### src/rtl/mbox_pkg.sv
// Shared definitions for the mailbox register block: the fixed register
// offsets, the layout of the command word and the read-mux select codes.
// Assumes a 32-bit host data path.
package mbox_pkg;

    localparam int OFF_CMD  = 'h00;
    localparam int OFF_STAT = 'h04;
    localparam int OFF_OBUF = 'h80;
    localparam int OFF_IBUF = 'h90;

    localparam int STAT_IRQ_BIT = 2;

    // Command fields kept after acceptance
    typedef struct packed {
        logic [7:0] size;
        logic [3:0] sub;
        logic       irq_req;
        logic [7:0] opcode;
    } mbox_cmd_t;

    typedef enum logic [1:0] {
        RSEL_ZERO = 2'd0,
        RSEL_STAT = 2'd1,
        RSEL_IBUF = 2'd2
    } rsel_e;

    // Pull the meaningful fields out of a host command word
    function automatic mbox_cmd_t unpack_cmd(input logic [31:0] w);
        mbox_cmd_t c;
        c.opcode  = w[7:0];
        c.irq_req = w[8];
        c.sub     = w[15:12];
        c.size    = w[23:16];
        return c;
    endfunction

endpackage

### src/rtl/mbox_decode.sv
// Address decoder for the host side of the mailbox.
// Turns the host address and write strobe into per-register write enables,
// and selects the source for the read mux. Assumes BUF_WORDS*4 bytes fit
// between each buffer base and the next region; the low two address bits
// are not used to select a word.
module mbox_decode
    import mbox_pkg::*;
#(
    parameter int ADDR_W    = 8,
    parameter int BUF_WORDS = 4,
    parameter int IDX_W     = 2
) (
    input  logic [ADDR_W-1:0]    addr,
    input  logic                 wr,
    output logic                 cmd_we,
    output logic                 stat_we,
    output logic [BUF_WORDS-1:0] obuf_we,
    output rsel_e                rsel,
    output logic [IDX_W-1:0]     ridx
);

    localparam int BUF_BYTES = BUF_WORDS * 4;
    localparam logic [ADDR_W-1:0] A_CMD  = ADDR_W'(OFF_CMD);
    localparam logic [ADDR_W-1:0] A_STAT = ADDR_W'(OFF_STAT);
    localparam logic [ADDR_W-1:0] A_OBUF = ADDR_W'(OFF_OBUF);
    localparam logic [ADDR_W-1:0] A_IBUF = ADDR_W'(OFF_IBUF);
    localparam logic [ADDR_W-1:0] A_OEND = ADDR_W'(OFF_OBUF + BUF_BYTES);
    localparam logic [ADDR_W-1:0] A_IEND = ADDR_W'(OFF_IBUF + BUF_BYTES);

    logic             hit_cmd;
    logic             hit_stat;
    logic             in_obuf;
    logic             in_ibuf;
    logic [IDX_W-1:0] obuf_idx;

    // Region hits and word indices
    always_comb begin
        hit_cmd  = (addr >> 2) == (A_CMD >> 2);
        hit_stat = (addr >> 2) == (A_STAT >> 2);
        in_obuf  = (addr >= A_OBUF) && (addr < A_OEND);
        in_ibuf  = (addr >= A_IBUF) && (addr < A_IEND);
        obuf_idx = IDX_W'((addr - A_OBUF) >> 2);
        ridx     = IDX_W'((addr - A_IBUF) >> 2);
    end

    assign cmd_we  = wr && hit_cmd;
    assign stat_we = wr && hit_stat;

    // One write enable per outbound word
    for (genvar i = 0; i < BUF_WORDS; i++) begin : g_owe
        assign obuf_we[i] = wr && in_obuf && (obuf_idx == IDX_W'(i));
    end

    // Read source: status, inbound buffer, or zero for everything else
    always_comb begin
        if (in_ibuf)       rsel = RSEL_IBUF;
        else if (hit_stat) rsel = RSEL_STAT;
        else               rsel = RSEL_ZERO;
    end

endmodule

### src/rtl/mbox_wordbuf.sv
// Word buffer of WORDS entries of W bits each.
// A word can be written on its own through we[i], or all words can be
// loaded at once through load. Load wins when both happen in one cycle.
// Reset clears every word.
module mbox_wordbuf #(
    parameter int W     = 32,
    parameter int WORDS = 4
) (
    input  logic               clk,
    input  logic               rst_n,
    input  logic [WORDS-1:0]   we,
    input  logic [W-1:0]       wdata,
    input  logic               load,
    input  logic [WORDS*W-1:0] ldata,
    output logic [WORDS*W-1:0] q
);

    for (genvar i = 0; i < WORDS; i++) begin : g_word
        logic [W-1:0] word_q;

        // Holds word i: cleared by reset, loaded in bulk, or written alone
        always_ff @(posedge clk) begin
            if (!rst_n)     word_q <= '0;
            else if (load)  word_q <= ldata[i*W +: W];
            else if (we[i]) word_q <= wdata;
        end

        assign q[i*W +: W] = word_q;
    end

endmodule

### src/rtl/mbox_ctrl.sv
// Command and status control for the mailbox.
// Accepts a command only while idle, holds busy until the controller
// reports done, records the error result, and produces the completion
// interrupt pulse and its sticky flag. Assumes ctl_done is a one-cycle
// strobe; a strobe while idle is dropped.
module mbox_ctrl
    import mbox_pkg::*;
#(
    parameter logic [7:0] INIT_ID = 8'h01
) (
    input  logic        clk,
    input  logic        rst_n,
    input  logic        cmd_we,
    input  mbox_cmd_t   cmd_in,
    input  logic        irq_clr,
    input  logic        ctl_done,
    input  logic        ctl_err,
    input  logic [7:0]  ctl_err_code,
    output mbox_cmd_t   cmd_q,
    output logic        busy,
    output logic        doorbell,
    output logic        irq_flag,
    output logic        host_irq,
    output logic        ibuf_load,
    output logic [31:0] status
);

    logic       accept;
    logic       finish;
    logic       err_q;
    logic [7:0] code_q;

    assign accept    = cmd_we && !busy;
    assign finish    = ctl_done && busy;
    assign ibuf_load = finish;

    // Latch the command fields on acceptance
    always_ff @(posedge clk) begin
        if (!rst_n)      cmd_q <= '0;
        else if (accept) cmd_q <= cmd_in;
    end

    // Busy: set on acceptance, cleared on completion
    always_ff @(posedge clk) begin
        if (!rst_n)      busy <= 1'b0;
        else if (accept) busy <= 1'b1;
        else if (finish) busy <= 1'b0;
    end

    // One-cycle doorbell toward the controller
    always_ff @(posedge clk) begin
        if (!rst_n) doorbell <= 1'b0;
        else        doorbell <= accept;
    end

    // Error result: cleared on a new command, captured on completion
    always_ff @(posedge clk) begin
        if (!rst_n) begin
            err_q  <= 1'b0;
            code_q <= '0;
        end else if (accept) begin
            err_q  <= 1'b0;
            code_q <= '0;
        end else if (finish) begin
            err_q  <= ctl_err;
            code_q <= ctl_err_code;
        end
    end

    // Sticky interrupt flag: a new completion wins over a host clear
    always_ff @(posedge clk) begin
        if (!rst_n)                         irq_flag <= 1'b0;
        else if (finish && cmd_q.irq_req)   irq_flag <= 1'b1;
        else if (irq_clr)                   irq_flag <= 1'b0;
    end

    // Edge-type completion pulse toward the host
    always_ff @(posedge clk) begin
        if (!rst_n) host_irq <= 1'b0;
        else        host_irq <= finish && cmd_q.irq_req;
    end

    assign status = {8'h00, code_q, INIT_ID, cmd_q.sub, 1'b0, irq_flag, err_q, busy};

endmodule

### src/rtl/mbox_regs.sv
// Top of the mailbox register block.
// Ties together the host decoder, the outbound and inbound word buffers,
// and command/status control, and registers the host read data.
// Assumes a 32-bit host bus and at most four words per buffer, so each
// buffer fits its 16-byte window.
module mbox_regs
    import mbox_pkg::*;
#(
    parameter int         ADDR_W    = 8,
    parameter int         BUF_WORDS = 4,
    parameter logic [7:0] INIT_ID   = 8'h01
) (
    input  logic                    clk,
    input  logic                    rst_n,
    input  logic [ADDR_W-1:0]       h_addr,
    input  logic                    h_wr,
    input  logic [31:0]             h_wdata,
    input  logic                    h_rd,
    output logic [31:0]             h_rdata,
    output logic                    host_irq,
    output logic                    ctl_doorbell,
    output logic [7:0]              ctl_opcode,
    output logic [3:0]              ctl_sub,
    output logic [7:0]              ctl_size,
    output logic                    ctl_irq_req,
    output logic [32*BUF_WORDS-1:0] ctl_obuf,
    input  logic                    ctl_done,
    input  logic                    ctl_err,
    input  logic [7:0]              ctl_err_code,
    input  logic [32*BUF_WORDS-1:0] ctl_ibuf
);

    localparam int IDX_W = (BUF_WORDS > 1) ? $clog2(BUF_WORDS) : 1;
    localparam int BUF_W = 32 * BUF_WORDS;

    logic                 cmd_we;
    logic                 stat_we;
    logic [BUF_WORDS-1:0] obuf_we;
    rsel_e                rsel;
    logic [IDX_W-1:0]     ridx;
    mbox_cmd_t            cmd_in;
    mbox_cmd_t            cmd_q;
    logic                 busy;
    logic                 irq_flag;
    logic                 ibuf_load;
    logic                 irq_clr;
    logic [31:0]          status;
    logic [BUF_W-1:0]     ibuf_q;

    assign cmd_in  = unpack_cmd(h_wdata);
    assign irq_clr = stat_we && h_wdata[STAT_IRQ_BIT];

    mbox_decode #(
        .ADDR_W    (ADDR_W),
        .BUF_WORDS (BUF_WORDS),
        .IDX_W     (IDX_W)
    ) u_dec (
        .addr    (h_addr),
        .wr      (h_wr),
        .cmd_we  (cmd_we),
        .stat_we (stat_we),
        .obuf_we (obuf_we),
        .rsel    (rsel),
        .ridx    (ridx)
    );

    mbox_wordbuf #(
        .W     (32),
        .WORDS (BUF_WORDS)
    ) u_obuf (
        .clk   (clk),
        .rst_n (rst_n),
        .we    (obuf_we),
        .wdata (h_wdata),
        .load  (1'b0),
        .ldata ({BUF_W{1'b0}}),
        .q     (ctl_obuf)
    );

    mbox_wordbuf #(
        .W     (32),
        .WORDS (BUF_WORDS)
    ) u_ibuf (
        .clk   (clk),
        .rst_n (rst_n),
        .we    ({BUF_WORDS{1'b0}}),
        .wdata (32'h0),
        .load  (ibuf_load),
        .ldata (ctl_ibuf),
        .q     (ibuf_q)
    );

    mbox_ctrl #(
        .INIT_ID (INIT_ID)
    ) u_ctrl (
        .clk          (clk),
        .rst_n        (rst_n),
        .cmd_we       (cmd_we),
        .cmd_in       (cmd_in),
        .irq_clr      (irq_clr),
        .ctl_done     (ctl_done),
        .ctl_err      (ctl_err),
        .ctl_err_code (ctl_err_code),
        .cmd_q        (cmd_q),
        .busy         (busy),
        .doorbell     (ctl_doorbell),
        .irq_flag     (irq_flag),
        .host_irq     (host_irq),
        .ibuf_load    (ibuf_load),
        .status       (status)
    );

    assign ctl_opcode  = cmd_q.opcode;
    assign ctl_sub     = cmd_q.sub;
    assign ctl_size    = cmd_q.size;
    assign ctl_irq_req = cmd_q.irq_req;

    // Registered read mux; the value is held between reads
    always_ff @(posedge clk) begin
        if (!rst_n) h_rdata <= '0;
        else if (h_rd) begin
            case (rsel)
                RSEL_STAT: h_rdata <= status;
                RSEL_IBUF: h_rdata <= ibuf_q[ridx*32 +: 32];
                default:   h_rdata <= '0;
            endcase
        end
    end

endmodule

### config.mk
export PLATFORM = sky130hd
export DESIGN_NAME = mbox_regs
export DESIGN_NICKNAME = d
export VERILOG_FILES = /design/src/rtl/mbox_pkg.sv /design/src/rtl/mbox_decode.sv /design/src/rtl/mbox_wordbuf.sv /design/src/rtl/mbox_ctrl.sv /design/src/rtl/mbox_regs.sv
export SDC_FILE = /design/constraint.sdc
export NUM_CORES = 1
export LEC_CHECK = 0
export BUFFER_PORTS_ARGS = -buffer_cell sky130_fd_sc_hd__clkbuf_2
export CAP_MARGIN = 15
export CORE_MARGIN = 4
export CORE_UTILIZATION = 56
export CTS_CLUSTER_DIAMETER = 80
export DETAILED_ROUTE_END_ITERATION = 10
export PLACE_DENSITY = 0.84
export SLEW_MARGIN = 20
export SYNTH_ARGS = -nofsm -noshare
export SYNTH_HDL_FRONTEND = slang
export SYNTH_SLANG_ARGS = --single-unit
### constraint.sdc
create_clock -name clk -period 3.44 [get_ports clk]
set_input_delay 0 -clock clk [delete_from_list [all_inputs] [get_ports clk]]
set_output_delay 0 -clock clk [all_outputs]
set_load 0.01 [all_outputs]
==> flow_metrics.py, run 1 <==
metrics = {
    "setup_path": {
        "crit_path_start_kind": "register",
        "cp-startpoint": "u_ctrl.busy",
        "worstPathArrival_ps": 2740,
        "r2r-start": "u_ctrl.busy",
        "crit_fanout": 71,
        "cp.required_ps": 3860,
        "cp-end-kind": "register",
        "reg2reg_slack_ps": 1120,
        "critical_path_class": "register to register",
    },
    "route": {
        "antenna_left": 0,
        "viasPerCell": 5.85,
        "postRouteWirelength_um": 44200,
        "drc": 0,
        "drtIter0Drc": 1294,
        "dr.pass1.iters": 7,
        "wire_per_inst_um": 20.2,
        "vias": 12800,
    },
    "logic_synthesis": {
        "yosys.area.top_type": "dfxtp_1",
        "synth_nets": 1604,
        "ys_seq_area_frac": 0.496,
        "ys.flop_type": "dfxtp_1",
        "ys_warn_count": 0,
        "ys_ff_latch": 322,
        "yosysUniqueCellTypes": 38,
        "synth_area_mm2": 0.0130,
        "syn_avg_cell_area_um2": 9.13,
        "synthArstFlopShare": 0,
        "synth.top_cells.by_area": "dfxtp_1 (50%), a21boi_1 (12%), nand2_1 (11%)",
        "synth-edff-count": 0,
        "synth_top_area_share": 0.496,
        "synthCells": 1422,
    },
    "pwr": {
        "p_clk_frac": 0.472,
        "p_sw_mw": 1.82,
        "leakage_nw": 7.46,
        "power_density_mw_per_mm2": 467,
        "power_frac_comb": 0.073,
        "p_int_mw": 6.44,
        "fin_total_pwr_mw": 8.26,
        "ir_drop_uv": 314,
        "switching_share": 0.221,
        "pwr-share-seq": 0.455,
    },
    "min_path": {
        "hp-class": "primary input to register",
        "hp-start": "h_addr[2]",
    },
    "global_routing": {
        "antenna_found_initial": 2,
        "overflow": 0,
        "grt_pass1_vias": 13100,
        "grt_use_total": 0.335,
        "grt_pass1_wl_um": 70300,
        "grt_max_degree": 153,
    },
    "finish": {
        "finish.instance_area_mm2": 0.0177,
        "nFillCells": 1390,
        "drive_above_1_share": 0.253,
        "final_core_util": 0.779,
        "finish.cell_count_without_fillers": 2187,
        "fin_nets": 2060,
        "areaGrowthSynthToFinish_pct": 36.2,
    },
    "floorplanning": {
        "ioPinCount": 365,
        "die_area_mm2": 0.0257,
        "die_w_um": 160,
        "die_height_um": 160,
        "fp-row-count": 55,
        "core_area_mm2": 0.0227,
        "initial_core_util": 0.572,
    },
    "clocking": {
        "cts_inserted_buffers": 35,
        "cts_tree": "built",
        "cts.clk_slew.worst_paths_ps": 70,
        "h-tree-depth": 2,
        "clk_latency_ps": 510,
        "cts-root-buf": "clkbuf_16",
        "post_cts_resized": 0,
        "clockBufferDepth": 3,
        "cts.sinks": 322,
    },
    "sta": {
        "fin_skew_ps": 9.23,
        "slew_violations": 0,
        "rsz0062_at_grt": "no",
        "layout_setup_ws_ps": 1120,
        "fmax_mhz": 431,
        "holdWs_ps": 27.8,
        "hold_viol": 0,
        "tns_ps": 0,
        "tightest_slew_ps": 1060,
        "period_share": 0.674,
        "max_slew_margin": 0.294,
        "period_needed_ps": 2320,
        "setup_viol": 0,
    },
    "placement": {
        "preCtsSetupSlack_ps": 828,
        "place.gp.congestion": 0.813,
        "port_buffers": 362,
        "placed_area_mm2": 0.0148,
        "dp_cells": 1954,
        "hpwl_um": 25300,
    },
    "run": {
        "cap_violations": 0,
    },
    "run_status": {
        "status": "finished, final reports clean",
    },
}
==> Yosys cell counts (2+ instances only) <==
cell	count
nand2_1	386
dfxtp_1	322
a21boi_1	213
nand3_1	101
o21ai_1	85
clkbuf_1	82
mux2i_1	64
mux4_2	32
buf_2	28
a22o_1	16
o21ai_0	16
a31oi_1	15
buf_1	12
a21oi_1	10
buf_4	9
buf_6	4
and3_1	3
nor2b_1	3
and2_1	2
==> state kept, by name, summed over array words and instances, names as in the netlist <==
name                  flops
u_ctrl.err_q              1
h_rdata                  32
u_ctrl.code_q             8
u_ctrl.host_irq           1
u_ctrl.irq_flag           1
u_ctrl.cmd_q             21
u_ctrl.busy               1
u_ibuf.g_word.word_q    128
u_obuf.g_word.word_q    128
u_ctrl.doorbell           1
==> logic make-up after synthesis <==
family          Yosys count  synth area share
simple gates            509             0.165
compound gates          359             0.186
flops                   322             0.496
buf+inv                 136            0.0469
mux                      96             0.105
==> final timing paths <==
| kind | endpoint | depth (start not counted) |
|---|---|---|
| hold / removal | u_ctrl.cmd_q[8] | 4 |
| setup / recovery | u_ibuf.g_word[3].word_q[17] | 4 |
| setup reg to reg | u_ibuf.g_word[3].word_q[17] | 4 |
| hold reg to reg | u_ibuf.g_word[2].word_q[7] | 2 |
==> worst max-delay path: stages, from the launching register on <==
cell	delay (ps)
dfxtp_1	520
and2_4	730
buf_4	450
nand2_1	260
a21boi_1	250
==> cell usage in the layout, fill, tap and decap left out, types with 2 or more instances in the layout <==
| cell | instances |
|---|---|
| nand3_1 | 100 |
| mux4_2 | 32 |
| clkbuf_1 | 7 |
| clkbuf_16 | 37 |
| o21ai_1 | 85 |
| buf_4 | 19 |
| clkbuf_2 | 360 |
| dlygate4sd3_1 | 171 |
| a31oi_1 | 15 |
| a21boi_1 | 213 |
| a21oi_1 | 10 |
| clkinv_2 | 6 |
| and3_1 | 3 |
| nand2_1 | 385 |
| bufinv_16 | 4 |
| o21ai_0 | 16 |
| dfxtp_1 | 322 |
| mux2i_1 | 64 |
| clkbuf_8 | 7 |
| a22o_1 | 16 |
| nor2b_1 | 2 |
==> power by group through the flow <==
stage / logic (mW) / clock network [mW] / registers, mW
2_1_floorplan: 0.208 / 0 / 3.85
3_3_place_gp: 0.415 / 0 / 3.84
3_5_place_dp: 0.418 / 0 / 3.84
4_1_cts: 0.576 / 3.91 / 3.76
5_1_grt: 0.637 / 4.09 / 3.76
6_report: 0.600 / 3.90 / 3.76
==> final cells by class <==
type,instances,area [um^2],share of cell area
Sequential cell,322,6450,0.364
Multi-Input combinational cell,964,5990,0.339
Timing Repair Buffer,554,3710,0.210
Clock buffer,50,1030,0.0585
Tap cell,285,357,0.0202
Clock inverter,10,150,0.00849
Inverter,1,3.75,0.000212
Antenna cell,1,2.50,0.000141
==> metal layers <==
metal  up-vias  wire [um]  track usage
li1       5798          -            -
met1      6055      16300        0.396
met2       738      21900        0.573
met3       201       3360       0.0676
met4         2       2610        0.182
met5         -          8            0
==> timing repair <==
action	CTS	global route
hold buffers	171	0
setup buffers	0	0
hold endpoints to repair	288	0
(Power assumes the default switching activity.)
==> run 2: changes to the inputs <==
--- a/config.mk
+++ b/config.mk
@@ -8,10 +8,10 @@
 export BUFFER_PORTS_ARGS = -buffer_cell sky130_fd_sc_hd__clkbuf_2
 export CAP_MARGIN = 15
 export CORE_MARGIN = 4
-export CORE_UTILIZATION = 56
+export CORE_UTILIZATION = 47
 export CTS_CLUSTER_DIAMETER = 80
 export DETAILED_ROUTE_END_ITERATION = 10
-export PLACE_DENSITY = 0.84
+export PLACE_DENSITY = 0.75
 export SLEW_MARGIN = 20
 export SYNTH_ARGS = -nofsm -noshare
 export SYNTH_HDL_FRONTEND = slang
==> constraint.sdc (replaced) <==
create_clock -name clk -period 2.03 [get_ports clk]
set_input_delay 0 -clock clk [delete_from_list [all_inputs] [get_ports clk]]
set_output_delay 0 -clock clk [all_outputs]
set_load 0.01 [all_outputs]
==> flow_metrics.py, run 2 (synthesis results as in run 1) <==
metrics = {
    "run_status": {
        "status": "finished, final reports clean",
    },
    "global_routing": {
        "grt_pass1_wl_um": 67000,
        "grt_use_total": 0.269,
        "overflow": 0,
        "grt_max_degree": 177,
        "grt_pass1_vias": 12600,
        "antenna_found_initial": 5,
    },
    "setup_path": {
        "cp_top_family": "simple AND/OR/NAND/NOR gates",
        "cp-startpoint": "u_ctrl.busy",
        "cp-end-kind": "register",
        "r2r_end": "u_ibuf.g_word[3].word_q[31]",
        "cp.depth": 4,
        "slowest_stage": "dfxtp_1",
        "critPathCapture": "u_ibuf.g_word[3].word_q[31]",
        "crit_chain": "and2_4, buf_12, nand2_1, a21boi_1",
        "slowest_delay_ps": 520,
        "worstPathArrival_ps": 2140,
        "cp_num_buf_inv": 1,
        "crit_fanout": 72,
        "r2r-start": "u_ctrl.busy",
        "rr_worst_depth": 4,
        "crit_path_start_kind": "register",
        "cp.required_ps": 2460,
        "reg2reg_slack_ps": 320,
        "critical_path_class": "register to register",
    },
    "route": {
        "dr.pass1.iters": 5,
        "drtIter0Drc": 935,
        "viasPerCell": 5.42,
        "drc": 0,
        "vias": 12400,
        "postRouteWirelength_um": 41800,
        "wire_per_inst_um": 18.3,
        "antenna_left": 0,
    },
    "placement": {
        "place.gp.congestion": 0.828,
        "port_buffers": 362,
        "hpwl_um": 26300,
        "dp_cells": 2052,
        "preCtsSetupSlack_ps": 396,
        "placed_area_mm2": 0.0150,
    },
    "pwr": {
        "power_frac_comb": 0.074,
        "switching_share": 0.218,
        "ir_drop_uv": 580,
        "pwr-share-seq": 0.465,
        "p_sw_mw": 2.99,
        "p_clk_frac": 0.461,
        "leakage_nw": 7.50,
        "power_density_mw_per_mm2": 765,
        "p_int_mw": 10.7,
    },
    "floorplanning": {
        "die_area_mm2": 0.0303,
        "die_w_um": 174,
        "die_height_um": 174,
        "ioPinCount": 365,
        "initial_core_util": 0.479,
        "core_area_mm2": 0.0271,
        "fp-row-count": 60,
    },
    "min_path": {
        "hp-class": "primary input to register",
    },
    "finish": {
        "areaGrowthSynthToFinish_pct": 38.0,
        "final_common_cell": "nand2_1",
        "top_regs": "u_ibuf.g_word.word_q (128), u_obuf.g_word.word_q (128), h_rdata (32)",
        "nFillCells": 2090,
        "drive_above_1_share": 0.255,
        "finish.instance_area_mm2": 0.0179,
        "fin_nets": 2072,
        "final_cell_mix": "nand2_1 (385), clkbuf_2 (360), dfxtp_1 (322)",
        "finish.cell_count_without_fillers": 2289,
    },
    "sta": {
        "hold_viol": 0,
        "layout_setup_ws_ps": 317,
        "slew_violations": 0,
        "tns_ps": 0,
        "period_needed_ps": 1710,
        "max_slew_margin": 0.456,
        "tightest_slew_ps": 816,
        "fmax_mhz": 584,
        "setup_viol": 0,
        "period_share": 0.844,
        "rsz0062_at_grt": "no",
        "fin_skew_ps": 10.4,
    },
    "clocking": {
        "cts_tree": "built",
        "clk_latency_ps": 500,
        "cts_inserted_buffers": 36,
        "cts.sinks": 322,
        "clockBufferDepth": 3,
        "cts-root-buf": "clkbuf_16",
        "cts.clk_slew.worst_paths_ps": 60,
        "post_cts_resized": 0,
        "h-tree-depth": 2,
    },
    "run": {
        "cap_violations": 0,
    },
}
run 2: cell count changes in the layout (fill, tap and decap cells not counted):
cell,change
nand4bb_1,-1
nand3_2,+1
clkbuf_1,+4
buf_6,-1
nand4bb_2,+1
dlygate4sd3_1,+1
bufinv_16,-2
clkinv_2,-3
buf_12,+6
clkbuf_8,+1
buf_4,+6
buf_2,-1
diode_2,+4
nand3_4,-1
run 2: area by class of cell:
cell class,instances,area (um^2),share of cell area
clock inverter,5,75.1,0.00419
clock buffer,55,1060,0.0594
antenna,5,12.5,0.000698
multi-input combinational,964,5990,0.334
sequential,322,6450,0.360
tap,372,465,0.0260
inverter,1,3.75,0.000209
timing repair buffer,565,3860,0.216
run 2: how the worst min path moves through the flow:
stage	startpoint	endpoint	slack [ps]	cells after the start
global route	h_addr[7]	u_ctrl.cmd_q[2]	120	5
detailed placement	ctl_ibuf[70]	u_ibuf.g_word[2].word_q[6]	230	3
finish	h_addr[7]	u_ctrl.cmd_q[9]	110	5
global placement	ctl_ibuf[47]	u_ibuf.g_word[1].word_q[15]	220	3
floorplan	ctl_ibuf[0]	u_ibuf.g_word[0].word_q[0]	130	2
CTS	h_addr[7]	u_ctrl.cmd_q[0]	80	5
run 2: power groups by stage:
stage | clock (mW) | sequential [mW] | combinational [mW]
floorplan | 0 | 6.52 | 0.352
global placement | 0 | 6.51 | 0.725
detailed placement | 0 | 6.51 | 0.726
CTS | 6.44 | 6.37 | 0.995
global route | 6.73 | 6.37 | 1.09
finish | 6.32 | 6.37 | 1.02
run 2: timing repair:
action / 4_1_cts / 5_1_grt
endpoints found under the hold margin: 295 / 0
setup buffers: 0 / 0
hold buffers: 172 / 0
run 2: metal layers:
layer / global-route usage / part of all wire / vias to the layer above
met5: 0 / 0 / -
met4: 0.140 / 0.057 / 0
met3: 0.0507 / 0.061 / 167
met2: 0.449 / 0.48 / 512
met1: 0.330 / 0.40 / 5905
li1: - / - / 5823
run 2: tightest hold or removal path, delay by kind of cell:
| family | cells | cell delay [ps] |
|---|---|---|
| compound gates | 1 | 50 |
| simple gates | 2 | 180 |
| buf+inv | 2 | 330 |
run 2: through the flow:
stage	utilization	hold slack (ps)	power (mW)
floorplan	-	135	6.87
global placement	0.555	223	7.23
detailed placement	0.555	230	7.23
CTS	0.661	81.1	13.8
global route	0.661	116	14.2
finish	0.661	108	13.7
==> run 3: changes to the inputs <==
--- a/config.mk
+++ b/config.mk
@@ -8,10 +8,10 @@
 export BUFFER_PORTS_ARGS = -buffer_cell sky130_fd_sc_hd__clkbuf_2
 export CAP_MARGIN = 15
 export CORE_MARGIN = 4
-export CORE_UTILIZATION = 47
+export CORE_UTILIZATION = 52
 export CTS_CLUSTER_DIAMETER = 80
 export DETAILED_ROUTE_END_ITERATION = 10
-export PLACE_DENSITY = 0.75
+export PLACE_DENSITY = 0.79
 export SLEW_MARGIN = 20
 export SYNTH_ARGS = -nofsm -noshare
 export SYNTH_HDL_FRONTEND = slang
==> constraint.sdc (replaced) <==
create_clock -name clk -period 1.8 [get_ports clk]
set_input_delay 0 -clock clk [delete_from_list [all_inputs] [get_ports clk]]
set_output_delay 0 -clock clk [all_outputs]
set_load 0.01 [all_outputs]
==> flow_metrics.py, run 3 (synthesis results as in run 1) <==
metrics = {
    "floorplanning": {
        "initial_core_util": 0.531,
        "die_area_mm2": 0.0276,
        "ioPinCount": 365,
        "die_height_um": 166,
        "core_area_mm2": 0.0245,
        "die_w_um": 166,
        "fp-row-count": 57,
    },
    "min_path": {
        "hp-class": "primary input to register",
    },
    "clocking": {
        "clockBufferDepth": 3,
        "cts.clk_slew.worst_paths_ps": 60,
        "h-tree-depth": 2,
        "cts_inserted_buffers": 35,
        "cts_tree": "built",
        "cts-root-buf": "clkbuf_16",
        "cts.sinks": 322,
        "clk_latency_ps": 500,
        "post_cts_resized": 0,
    },
    "sta": {
        "slew_violations": 0,
        "fmax_mhz": 675,
        "period_needed_ps": 1480,
        "hold_viol": 0,
        "tns_ps": 0,
        "tightest_slew_ps": 708,
        "period_share": 0.823,
        "rsz0062_at_grt": "no",
        "fin_skew_ps": 17.1,
        "setup_viol": 0,
        "max_slew_margin": 0.528,
        "holdWs_ps": 69.9,
    },
    "finish": {
        "drive_above_1_share": 0.256,
        "finish.instance_area_mm2": 0.0179,
        "top_regs": "u_ibuf.g_word.word_q (128), u_obuf.g_word.word_q (128), h_rdata (32)",
        "areaGrowthSynthToFinish_pct": 37.9,
        "final_common_cell": "nand2_1",
        "final_cell_mix": "nand2_1 (385), clkbuf_2 (360), dfxtp_1 (322)",
        "fin_nets": 2079,
    },
    "route": {
        "dr.pass1.iters": 6,
        "drc": 0,
        "vias": 12600,
        "antenna_left": 0,
        "drtIter0Drc": 1068,
        "postRouteWirelength_um": 42500,
        "wire_per_inst_um": 18.9,
        "viasPerCell": 5.61,
    },
    "setup_path": {
        "slowest_delay_ps": 310,
        "cp.required_ps": 2210,
        "crit_path_start_kind": "register",
        "crit_fanout": 20,
        "slowest_stage": "dfxtp_1",
        "cp-end-kind": "register",
        "cp_num_buf_inv": 2,
        "worstPathArrival_ps": 1890,
        "cp_top_family": "buffers and inverters",
        "crit_chain": "buf_4, nand2_4, buf_4, nand2_1, a21boi_1",
        "critical_path_class": "register to register",
        "crit_top_cell": "buf_4",
    },
    "pwr": {
        "leakage_nw": 7.53,
        "fin_total_pwr_mw": 15.2,
        "power_density_mw_per_mm2": 850,
        "ir_drop_uv": 679,
    },
    "global_routing": {
        "overflow": 0,
        "grt_use_met1": 0.366,
        "grt_use_met3": 0.0628,
        "grt_pass1_wl_um": 68100,
        "grt_busiest_layer": "met2",
        "grt_use_total": 0.299,
        "antenna_found_initial": 4,
        "grt_pass1_vias": 12800,
        "grt_use_met2": 0.500,
        "grt_max_degree": 77,
    },
    "run_status": {
        "status": "finished, final reports clean",
    },
    "placement": {
        "hpwl_um": 26400,
        "place.gp.congestion": 0.844,
        "port_buffers": 362,
        "placed_area_mm2": 0.0151,
    },
    "run": {
        "cap_violations": 0,
    },
}
## run 3: changes by cell type in the layout (fill, tap and decap cells not counted), sizes merged
cell / change
clkinvlp: +1
diode: +1
buf: +8
clkinv: -1
bufinv: -1
## run 3: power by group
| group | internal (mW) | total, mW | switching, mW |
|---|---|---|---|
| logic | 0.600 | 1.17 | 0.572 |
| registers | 7.16 | 7.19 | 0.0217 |
| clock network | 4.11 | 6.85 | 2.75 |
## run 3: worst paths after layout
kind                                                  from                     endpoint  slack [ps]  cells past startpoint
worst min-delay path                                 rst_n                  h_rdata[23]          70                      3
worst min register to register  u_ibuf.g_word[2].word_q[9]   u_ibuf.g_word[2].word_q[9]         450                      2
worst max register to register                 u_ctrl.busy  u_ibuf.g_word[2].word_q[15]         320                      5
worst max-delay path                           u_ctrl.busy  u_ibuf.g_word[2].word_q[15]         320                      5
## run 3: area by class of cell
cell class                      instances  area (um^2)
Fill cell                            1639         6560
Sequential cell                       322         6450
Multi-Input combinational cell        964         5980
Timing Repair Buffer                  573         3960
Clock buffer                           55         1040
Tap cell                              324          405
Clock inverter                          4         47.5
Antenna cell                            6         15.0
Inverter                                1         3.75
## run 3: what timing repair did
item / in CTS / in global routing
hold buffers: 172 / 0
endpoints found under the hold margin: 290 / 0
setup buffers: 0 / 0
## run 3: worst register-to-register path: stages, from the launching register on
cell      delay, ps
dfxtp_1         310
buf_4           160
nand2_4         260
buf_4           320
nand2_1         130
a21boi_1        200
## run 3: routing by layer
metal / wire (um) / vias to the layer above
met2: 20700 / 575
met3: 2870 / 157
li1: - / 5852
met5: 0 / -
met4: 2310 / 0
met1: 16600 / 6044
## run 3: through the flow
stage           util  setup WS (ps)  std cells
6_report       0.732            319       2249
5_1_grt        0.732            259       2247
4_1_cts        0.731            336       2243
3_5_place_dp   0.616            247       2012
3_3_place_gp   0.616            300       2012
2_1_floorplan      -            387       1422
